<file path="src/rtl/cursor_ovl_pkg.sv">
package cursor_ovl_pkg;
  typedef enum logic [2:0] {
    S_IDLE,
    S_IMG,
    S_LOAD,
    S_RD,
    S_WR,
    S_DONE
  } ovl_st_e;
endpackage

</file>
<file path="src/rtl/cursor_ovl_pos.sv">
module cursor_ovl_pos #(
  parameter int unsigned COORD_W = 10,
  parameter int unsigned CUR_DIM = 32,
  localparam int unsigned RSEL_W = $clog2(CUR_DIM)
) (
  input  logic               clk_i,
  input  logic               rst_ni,
  input  logic               frame_start_i,
  input  logic [COORD_W-1:0] cur_x_i,
  input  logic [COORD_W-1:0] cur_y_i,
  input  logic               alt_mode_i,
  input  logic [COORD_W-1:0] line_y_i,
  output logic [COORD_W-1:0] cx_o,
  output logic               alt_o,
  output logic               hit_o,
  output logic [RSEL_W-1:0]  row_o
);
  logic [COORD_W-1:0] cx_q, cy_q, dy;
  logic               alt_q;

  always_ff @(posedge clk_i or negedge rst_ni) begin
    if (!rst_ni) begin
      cx_q  <= '0;
      cy_q  <= '0;
      alt_q <= 1'b0;
    end else if (frame_start_i) begin
      cx_q  <= cur_x_i;
      cy_q  <= cur_y_i;
      alt_q <= alt_mode_i;
    end
  end

  // modular distance, so a cursor above line 0 wraps
  assign dy    = line_y_i - cy_q;
  assign hit_o = dy < COORD_W'(CUR_DIM);
  assign row_o = dy[RSEL_W-1:0];
  assign cx_o  = cx_q;
  assign alt_o = alt_q;
endmodule

</file>
<file path="src/rtl/cursor_ovl_align.sv">
module cursor_ovl_align #(
  parameter int unsigned PIX_W    = 4,
  parameter int unsigned CUR_DIM  = 32,
  parameter int unsigned WORD_PIX = 8,
  localparam int unsigned WORD_W = PIX_W * WORD_PIX,
  localparam int unsigned ROW_W  = PIX_W * CUR_DIM,
  localparam int unsigned SPAN   = CUR_DIM / WORD_PIX + 1,
  localparam int unsigned OFF_W  = $clog2(WORD_PIX),
  localparam int unsigned SLOT_W = $clog2(SPAN)
) (
  input  logic [ROW_W-1:0]    row_i,
  input  logic [OFF_W-1:0]    off_i,
  input  logic [SLOT_W-1:0]   slot_i,
  output logic [WORD_W-1:0]   pix_o,
  output logic [WORD_PIX-1:0] vld_o
);
  localparam int unsigned EXT_W = SPAN * WORD_W;
  localparam int unsigned VM_W  = SPAN * WORD_PIX;

  logic [EXT_W-1:0] ext;
  logic [VM_W-1:0]  vm;

  always_comb begin
    ext   = EXT_W'(row_i) << (int'(off_i) * PIX_W);
    vm    = VM_W'({CUR_DIM{1'b1}}) << off_i;
    pix_o = ext[int'(slot_i)*WORD_W +: WORD_W];
    vld_o = vm[int'(slot_i)*WORD_PIX +: WORD_PIX];
  end
endmodule

</file>
<file path="src/rtl/cursor_ovl_merge.sv">
module cursor_ovl_merge #(
  parameter int unsigned PIX_W    = 4,
  parameter int unsigned WORD_PIX = 8,
  localparam int unsigned WORD_W = PIX_W * WORD_PIX
) (
  input  logic [WORD_W-1:0]   base_i,
  input  logic [WORD_W-1:0]   pix_i,
  input  logic [WORD_PIX-1:0] vld_i,
  input  logic                alt_i,
  output logic [WORD_W-1:0]   out_o
);
  for (genvar g = 0; g < WORD_PIX; g++) begin : g_nib
    logic [PIX_W-1:0] c;
    logic             zero, opq;
    assign c    = pix_i[g*PIX_W +: PIX_W];
    assign zero = (c == '0);
    assign opq  = vld_i[g] & (alt_i ? zero : !zero);
    assign out_o[g*PIX_W +: PIX_W] = opq ? c : base_i[g*PIX_W +: PIX_W];
  end
endmodule

</file>
<file path="src/rtl/cursor_ovl.sv">
module cursor_ovl
  import cursor_ovl_pkg::*;
#(
  parameter int unsigned COORD_W  = 10,
  parameter int unsigned LINE_PIX = 640,
  parameter int unsigned CUR_DIM  = 32,
  parameter int unsigned PIX_W    = 4,
  parameter int unsigned WORD_PIX = 8,
  localparam int unsigned WORD_W     = PIX_W * WORD_PIX,
  localparam int unsigned ROW_W      = PIX_W * CUR_DIM,
  localparam int unsigned LINE_WORDS = LINE_PIX / WORD_PIX,
  localparam int unsigned ADDR_W     = $clog2(LINE_WORDS),
  localparam int unsigned RSEL_W     = $clog2(CUR_DIM)
) (
  input  logic               clk_i,
  input  logic               rst_ni,
  input  logic               frame_start_i,
  input  logic [COORD_W-1:0] cur_x_i,
  input  logic [COORD_W-1:0] cur_y_i,
  input  logic               alt_mode_i,
  input  logic               line_start_i,
  input  logic [COORD_W-1:0] line_y_i,
  output logic               img_rd_o,
  output logic [RSEL_W-1:0]  img_row_o,
  input  logic [ROW_W-1:0]   img_data_i,
  output logic               lb_rd_o,
  output logic               lb_wr_o,
  output logic [ADDR_W-1:0]  lb_addr_o,
  output logic [WORD_W-1:0]  lb_wdata_o,
  input  logic [WORD_W-1:0]  lb_rdata_i,
  output logic               done_o
);
  localparam int unsigned SPAN   = CUR_DIM / WORD_PIX + 1;
  localparam int unsigned OFF_W  = $clog2(WORD_PIX);
  localparam int unsigned SLOT_W = $clog2(SPAN);
  localparam int unsigned WIDX_W = COORD_W - OFF_W + 1;

  logic [COORD_W-1:0] cx;
  logic               alt_s, hit;
  logic [RSEL_W-1:0]  row_sel;

  cursor_ovl_pos #(.COORD_W(COORD_W), .CUR_DIM(CUR_DIM)) u_pos (
    .clk_i, .rst_ni, .frame_start_i, .cur_x_i, .cur_y_i, .alt_mode_i, .line_y_i,
    .cx_o(cx), .alt_o(alt_s), .hit_o(hit), .row_o(row_sel)
  );

  ovl_st_e           st_q, st_d;
  logic [RSEL_W-1:0] rsel_q;
  logic [WIDX_W-1:0] wbase_q, widx, nidx;
  logic [OFF_W-1:0]  off_q;
  logic              alt_q;
  logic [ROW_W-1:0]  row_q;
  logic [SLOT_W-1:0] slot_q, last_slot;
  logic              wr_last;

  assign widx      = wbase_q + WIDX_W'(slot_q);
  assign nidx      = widx + WIDX_W'(1);
  assign last_slot = (off_q == '0) ? SLOT_W'(SPAN - 2) : SLOT_W'(SPAN - 1);
  // stop at the row's last slot or at the right edge of the line
  assign wr_last   = (slot_q == last_slot) || (nidx >= WIDX_W'(LINE_WORDS));

  always_comb begin
    st_d = st_q;
    unique case (st_q)
      S_IDLE: if (line_start_i) st_d = hit ? S_IMG : S_DONE;
      S_IMG:  st_d = S_LOAD;
      S_LOAD: st_d = (wbase_q < WIDX_W'(LINE_WORDS)) ? S_RD : S_DONE;
      S_RD:   st_d = S_WR;
      S_WR:   st_d = wr_last ? S_DONE : S_RD;
      S_DONE: st_d = S_IDLE;
      default: st_d = S_IDLE;
    endcase
  end

  always_ff @(posedge clk_i or negedge rst_ni) begin
    if (!rst_ni) begin
      st_q    <= S_IDLE;
      rsel_q  <= '0;
      wbase_q <= '0;
      off_q   <= '0;
      alt_q   <= 1'b0;
      row_q   <= '0;
      slot_q  <= '0;
    end else begin
      st_q <= st_d;
      if (st_q == S_IDLE && line_start_i && hit) begin
        rsel_q  <= row_sel;
        wbase_q <= {1'b0, cx[COORD_W-1:OFF_W]};
        off_q   <= cx[OFF_W-1:0];
        alt_q   <= alt_s;
      end
      if (st_q == S_LOAD) begin
        row_q  <= img_data_i;
        slot_q <= '0;
      end
      if (st_q == S_WR && !wr_last) slot_q <= slot_q + SLOT_W'(1);
    end
  end

  logic [WORD_W-1:0]   cpix;
  logic [WORD_PIX-1:0] cvld;

  cursor_ovl_align #(.PIX_W(PIX_W), .CUR_DIM(CUR_DIM), .WORD_PIX(WORD_PIX)) u_align (
    .row_i(row_q), .off_i(off_q), .slot_i(slot_q), .pix_o(cpix), .vld_o(cvld)
  );

  cursor_ovl_merge #(.PIX_W(PIX_W), .WORD_PIX(WORD_PIX)) u_merge (
    .base_i(lb_rdata_i), .pix_i(cpix), .vld_i(cvld), .alt_i(alt_q), .out_o(lb_wdata_o)
  );

  assign img_rd_o  = (st_q == S_IMG);
  assign img_row_o = rsel_q;
  assign lb_rd_o   = (st_q == S_RD);
  assign lb_wr_o   = (st_q == S_WR);
  assign lb_addr_o = widx[ADDR_W-1:0];
  assign done_o    = (st_q == S_DONE);
endmodule

</file>
<file path="config.mk">
export PLATFORM = sky130hd
export DESIGN_NAME = cursor_ovl
export DESIGN_NICKNAME = d
export VERILOG_FILES = /design/src/rtl/cursor_ovl_pkg.sv /design/src/rtl/cursor_ovl_pos.sv /design/src/rtl/cursor_ovl_align.sv /design/src/rtl/cursor_ovl_merge.sv /design/src/rtl/cursor_ovl.sv
export SDC_FILE = /design/constraint.sdc
export NUM_CORES = 1
export LEC_CHECK = 0
export BUFFER_PORTS_ARGS = -buffer_cell sky130_fd_sc_hd__buf_2
export CORE_ASPECT_RATIO = 0.8
export CORE_MARGIN = 2
export CORE_UTILIZATION = 25
export DETAILED_ROUTE_END_ITERATION = 10
export PLACE_DENSITY_LB_ADDON = 0.12
export SLEW_MARGIN = 20
export SYNTH_ARGS = -nofsm -noshare
export SYNTH_HDL_FRONTEND = slang
export SYNTH_SLANG_ARGS = --single-unit
</file>
<file path="constraint.sdc">
create_clock -name clk_i -period 4.2 [get_ports clk_i]
set_input_delay 0.84 -clock clk_i [delete_from_list [all_inputs] [get_ports clk_i]]
set_output_delay 0.84 -clock clk_i [all_outputs]
set_load 0.01 [all_outputs]
</file>
Word-level counts from Yosys, hierarchy flattened. Cells that the tools add are included.

Latch bits: 0. Memory bits (writable): 0. Word-level logic and storage cells: 84. Memories: 0. ROM bits: 0. Register bits: 171.

Add/subtract/negate cells: 4. Div/mod/pow operators: 0. Multiplexer cells: 24. Shift-type cells: 4. Magnitude comparators: 3. Bitwise gates (word level): 8. Reduce and logical (&&, ||, !) cells: 24. Eq/ne operators: 7. Multipliers: 0.

Operator list (number): 160-bit by 9-bit indexed part select with 32-bit output (1); 128-bit by 5-bit left shift with 160-bit output (1); 40-bit by 7-bit indexed part select with 8-bit output (1); 32-bit by 3-bit left shift with 40-bit output, first input constant (1); 4-bit zero test (8); 4-bit two-way mux (8); 3-bit two-way mux (7); 3-bit case mux with 5 select lines (1); 10-bit by 6-bit < comparator with 1-bit output, second input constant (1); 10-bit subtractor (1); 1-bit zero test (9); 7-bit by 3-bit adder with 8-bit output (1); 8-bit by 1-bit adder with 8-bit output, second input constant (1); 1-bit AND (8); 8-bit by 7-bit greater-or-equal comparator with 1-bit output, second input constant (1); 1-bit two-way mux (8); 7-bit < comparator, second input constant (1); 3-bit by 2-bit == test with 1-bit output, second input constant (2); 3-bit == test, second input constant (2); 3-bit zero test (2); 3-bit by 1-bit adder with 3-bit output, second input constant (1); 3-bit by 1-bit == test with 1-bit output, second input constant (1); 3-bit == test (1); 1-bit logical AND (3); other kinds (3) (3).

Logic depth before layout (Yosys ltp).
Depth after elaboration: 7. Gate-level depth with buffers: 13.

Cells and area by module. From an unflattened synthesis, not the netlist that was laid out.

Cells, all modules: 1248. Area total of the unflattened synthesis: 14654.1 um2.

By module, submodules not included: cursor_ovl_align (sequential area each 0.0 um2, area each 6687.7 um2, instances 1, cells an instance 664); cursor_ovl (sequential area each 3753.6 um2, area each 5975.7 um2, instances 1, cells an instance 381); cursor_ovl_pos (sequential area each 525.5 um2, area each 1209.9 um2, instances 1, cells an instance 118); cursor_ovl_merge (sequential area each 0.0 um2, area each 780.7 um2, instances 1, cells an instance 85).

Least setup slack after synthesis. Ideal clock, no wire load.

Path type: register -> output. Start: reg off_q[0]. End: out lb_wdata_o[24]. Data arrival time: 2.872 ns. Slack: 0.488 ns. Stages on the path, launching flop included: 11. Buffers on the path: 4. Cell sequence: dfrtp_1 > buf_6 > buf_6 > buf_4 > buf_2 > mux4_2 > a221oi_1 > a31oi_1 > a21o_1 > or4_1 > a221oi_1.

Word-level cells in the longest chain between the ends: 7. Elaborated cells on any way between the ends: 9. Those cells by class: 4 x shift; 2 x mux; 1 x bitwise; 2 x reduce/logical.

Ends and longest elaborated chain: from (decl) (line cursor_ovl.sv:50) `logic [OFF_W-1:0] off_q;`; from (signal assigned) (line cursor_ovl.sv:89) `off_q <= cx[OFF_W-1:0];`; 128-bit by 5-bit left shift with 160-bit output (line cursor_ovl_align.sv:24) `ext = EXT_W'(row_i) << (int'(off_i) * PIX_W);`; 160-bit by 9-bit indexed part select with 32-bit output (line cursor_ovl_align.sv:26) `pix_o = ext[int'(slot_i)*WORD_W +: WORD_W];`; 4-bit zero test (line cursor_ovl_merge.sv:16) `assign zero = (c == '0);`; 1-bit zero test (line cursor_ovl_merge.sv:17) `assign opq = vld_i[g] & (alt_i ? zero : !zero);`; 1-bit two-way mux (line cursor_ovl_merge.sv:17); 1-bit AND (line cursor_ovl_merge.sv:17); 4-bit two-way mux (*) (line cursor_ovl_merge.sv:18) `assign out_o[g*PIX_W +: PIX_W] = opq ? c : base_i[g*PIX_W +: PIX_W];`; to (decl) (line cursor_ovl.sv:29) `output logic [WORD_W-1:0] lb_wdata_o,`.

Every way passes the cells marked *; elsewhere a longest branch is shown, timed or not.

Worst setup path in the final report.
Start: reg off_q[0]. End: out lb_wdata_o[26].

Same word-level chain as after synthesis.

==> flow_metrics.env <==
export IMPL_rows=77
export IMPL_gp_congestion=0.950
export IMPL_cts_tree="done"
export IMPL_min_path_type="in -> async"
export IMPL_cts_made_buffers=17
export IMPL_start_kind="flip-flop"
export IMPL_finalClockSkew_ns=0.0241
export IMPL_h_tree_depth=4
export IMPL_synth_edf_count=0
export IMPL_synth_async_reset_ratio_pct=100
export IMPL_yosysSeqAreaShare_pct=30.4
export IMPL_clockBufferDepth=2
export IMPL_slew_headroom_pct=33.7
export IMPL_initial_utilization_pct=25.4
export IMPL_rrSetupSlack_ns=0.49
export IMPL_fp_dieH_um=216
export IMPL_holdWs_ns=0.406
export IMPL_core_area_sq_um=55500
export IMPL_ant_nets=0
export IMPL_worst_pin_slew_ns=0.988
export IMPL_maxCapViolCount=0
export IMPL_ys_flop_type="dfrtp_1"
export IMPL_die_area_sq_um=58300
export IMPL_worstPathMaxFanout=7
export IMPL_antenna_found_initial=0
export IMPL_hold_viol_final=0
export IMPL_clkTransAtPathRegs_ns=0.07
export IMPL_clk_latency_ns=0.51
export IMPL_power_density_nw_per_um2=1000
export IMPL_grt_pass1_wl_um=96000
export IMPL_critPathCaptureType="output pin"
export IMPL_area_delta_synth_final_pct=35.0
export IMPL_syn_nets=1755
export IMPL_antennaDiodeCount=0
export IMPL_path_class="reg -> out"
export IMPL_irDropWorstVdd_mv=0.360
export IMPL_rsz0062_at_grt="true"
export IMPL_drt_iter0_drc=1219
export IMPL_p_leak_nw=8.65
export IMPL_wl_per_cell_um=24.2
export IMPL_yosysWarnings=0
export IMPL_hold_buffers=0
export IMPL_grt_pass1_vias=14100
export IMPL_total_power_mw=19.1
export IMPL_dr_pass1_iters=5
export IMPL_portBuffers=242
export IMPL_clkSinkCount=171
export IMPL_avgSynthCellArea_sq_um=9.12
export IMPL_drt_total_wl_um=64700
export IMPL_dp_hpwl_um=50700
export IMPL_final_cell_area_sq_um=19000
export IMPL_syn_area_sq_um=14100
export IMPL_via_count=14100
export IMPL_nNetsFinal=2122
export IMPL_setup_tns_ns=-6.57
export IMPL_synth_cell_type_count=76
export IMPL_worst_slack_ns=-0.344
export IMPL_root_buffer="clkbuf_16"
export IMPL_crit_arrival_ns=3.70
export IMPL_status="finished with violations"
export IMPL_setup_viol=32
export IMPL_dpl_cell_area_sq_um=17100
export IMPL_period_needed_ns=4.54
export IMPL_fmax_ghz=0.220
export IMPL_grt_usage_pct=22.2
export IMPL_fin_crit_sh_pct=108
export IMPL_ioPinCount=243
export IMPL_floorplan_die_width_um=269
export IMPL_mostFrequentLayoutCells="nand2_1 (484), buf_2 (241), buf_4 (174)"
export IMPL_drc=0
export IMPL_layout_commonest_cell="nand2_1"
export IMPL_violations="negative setup slack"
export IMPL_grt_max_degree=130
export IMPL_syn_inst=1544
export IMPL_routed_via_density=5.26
export IMPL_grt_overflow_total=0
export IMPL_crit_required_ns=3.36
export IMPL_timing_final_max_slew_violations=0
export IMPL_drive_gt1_share_pct=41.1
export IMPL_ys_seq_elements=171
[cell usage after synthesis, types with 25 or more instances]
library cell  number  share of area (%)
a21oi_1           49                1.7
a22oi_1           25                1.3
buf_2             29                1.0
clkbuf_1          58                1.5
dfrtp_1          171                 30
inv_1             39                1.0
mux2_2            55                4.4
mux2i_1           85                6.0
mux4_2           116                 19
nand2_1          496                 13
nor2_1            50                1.3
o21ai_0           39                1.4
[power breakdown]
part | internal (mW) | total [mW] | switching, mW
clock network | 0.957 | 1.71 | 0.756
logic | 6.41 | 13.7 | 7.31
registers | 2.37 | 3.66 | 1.30
total | 9.73 | 19.1 | 9.36
[critical path: stages (launching register included)]
cell and delay (ns):
dfrtp_4 0.49, buf_12 0.17, buf_12 0.13, buf_16 0.12
mux4_2 0.55, a22oi_1 0.35, a31oi_2 0.19, a21o_1 0.22
or4_1 0.49, a221oi_2 0.30, buf_2 0.18
[what timing repair did]
item	in CTS	in global routing
setup buffers	33	20
pin swaps	39	30
setup endpoints to repair	32	32
gates cloned	4	0
resized for setup	122	46
[flip-flops by register name, summed over array words and instances (netlist names)]
signal       cells
alt_q            1
img_row_o        5
off_q            3
row_q          128
slot_q           3
st_q             3
u_pos.alt_o      1
u_pos.cx_o      10
u_pos.cy_q      10
wbase_q          7
[metrics by stage]
stage	util [%]	setup slack, ns	std cells
2_1_floorplan	-	0.488	1544
3_3_place_gp	30.9	-0.0383	2586
3_5_place_dp	30.9	-0.0565	2586
4_1_cts	33.6	-0.346	2654
5_1_grt	34.3	-0.451	2674
6_report	34.3	-0.344	2674
[final timing paths]
path                                          from  cells after the start                        to
hold / removal                              rst_ni                      1  img_row_o[0]$_DFFE_PN0P_
max in group asynchronous                   rst_ni                      2      off_q[1]$_DFFE_PN0P_
min in group clk_i         u_pos.alt_o$_DFFE_PN0P_                      1   u_pos.alt_o$_DFFE_PN0P_
setup / recovery              off_q[0]$_DFFE_PN0P_                     10            lb_wdata_o[26]
hold reg to reg            u_pos.alt_o$_DFFE_PN0P_                      1   u_pos.alt_o$_DFFE_PN0P_
setup reg to reg             slot_q[2]$_DFFE_PN0P_                     10     slot_q[2]$_DFFE_PN0P_
[per-layer routing]
metal	track usage (%)	routed length [um]	up-vias
met1	32.9	31200	7094
met2	33.0	27900	526
met5	0	0	-
met4	5.15	1320	0
li1	-	-	6361
met3	4.48	4240	78
[cell type report]
class                      count  area [sq um]
fill                        5817         36500
multi-input combinational   1220          9770
sequential                   171          4290
timing repair buffer         460          3260
tap                          750           938
clock buffer                  20           447
clock inverter                12           160
inverter                      41           158
[logic make-up after synthesis]
| family | count (synthesis) | share of synthesized area [%] |
|---|---|---|
| adder cells (fa/ha/maj) | 16 | 1.53 |
| buffers and inverters | 153 | 4.71 |
| multiplexers | 257 | 29.2 |
| XOR/XNOR | 16 | 0.995 |
| AO/OA/AOI/OAI | 255 | 12.7 |
| AND/OR/NAND/NOR | 676 | 20.5 |
| flip-flops | 171 | 30.4 |
No activity file was read; power rests on OpenSTA's default activity.
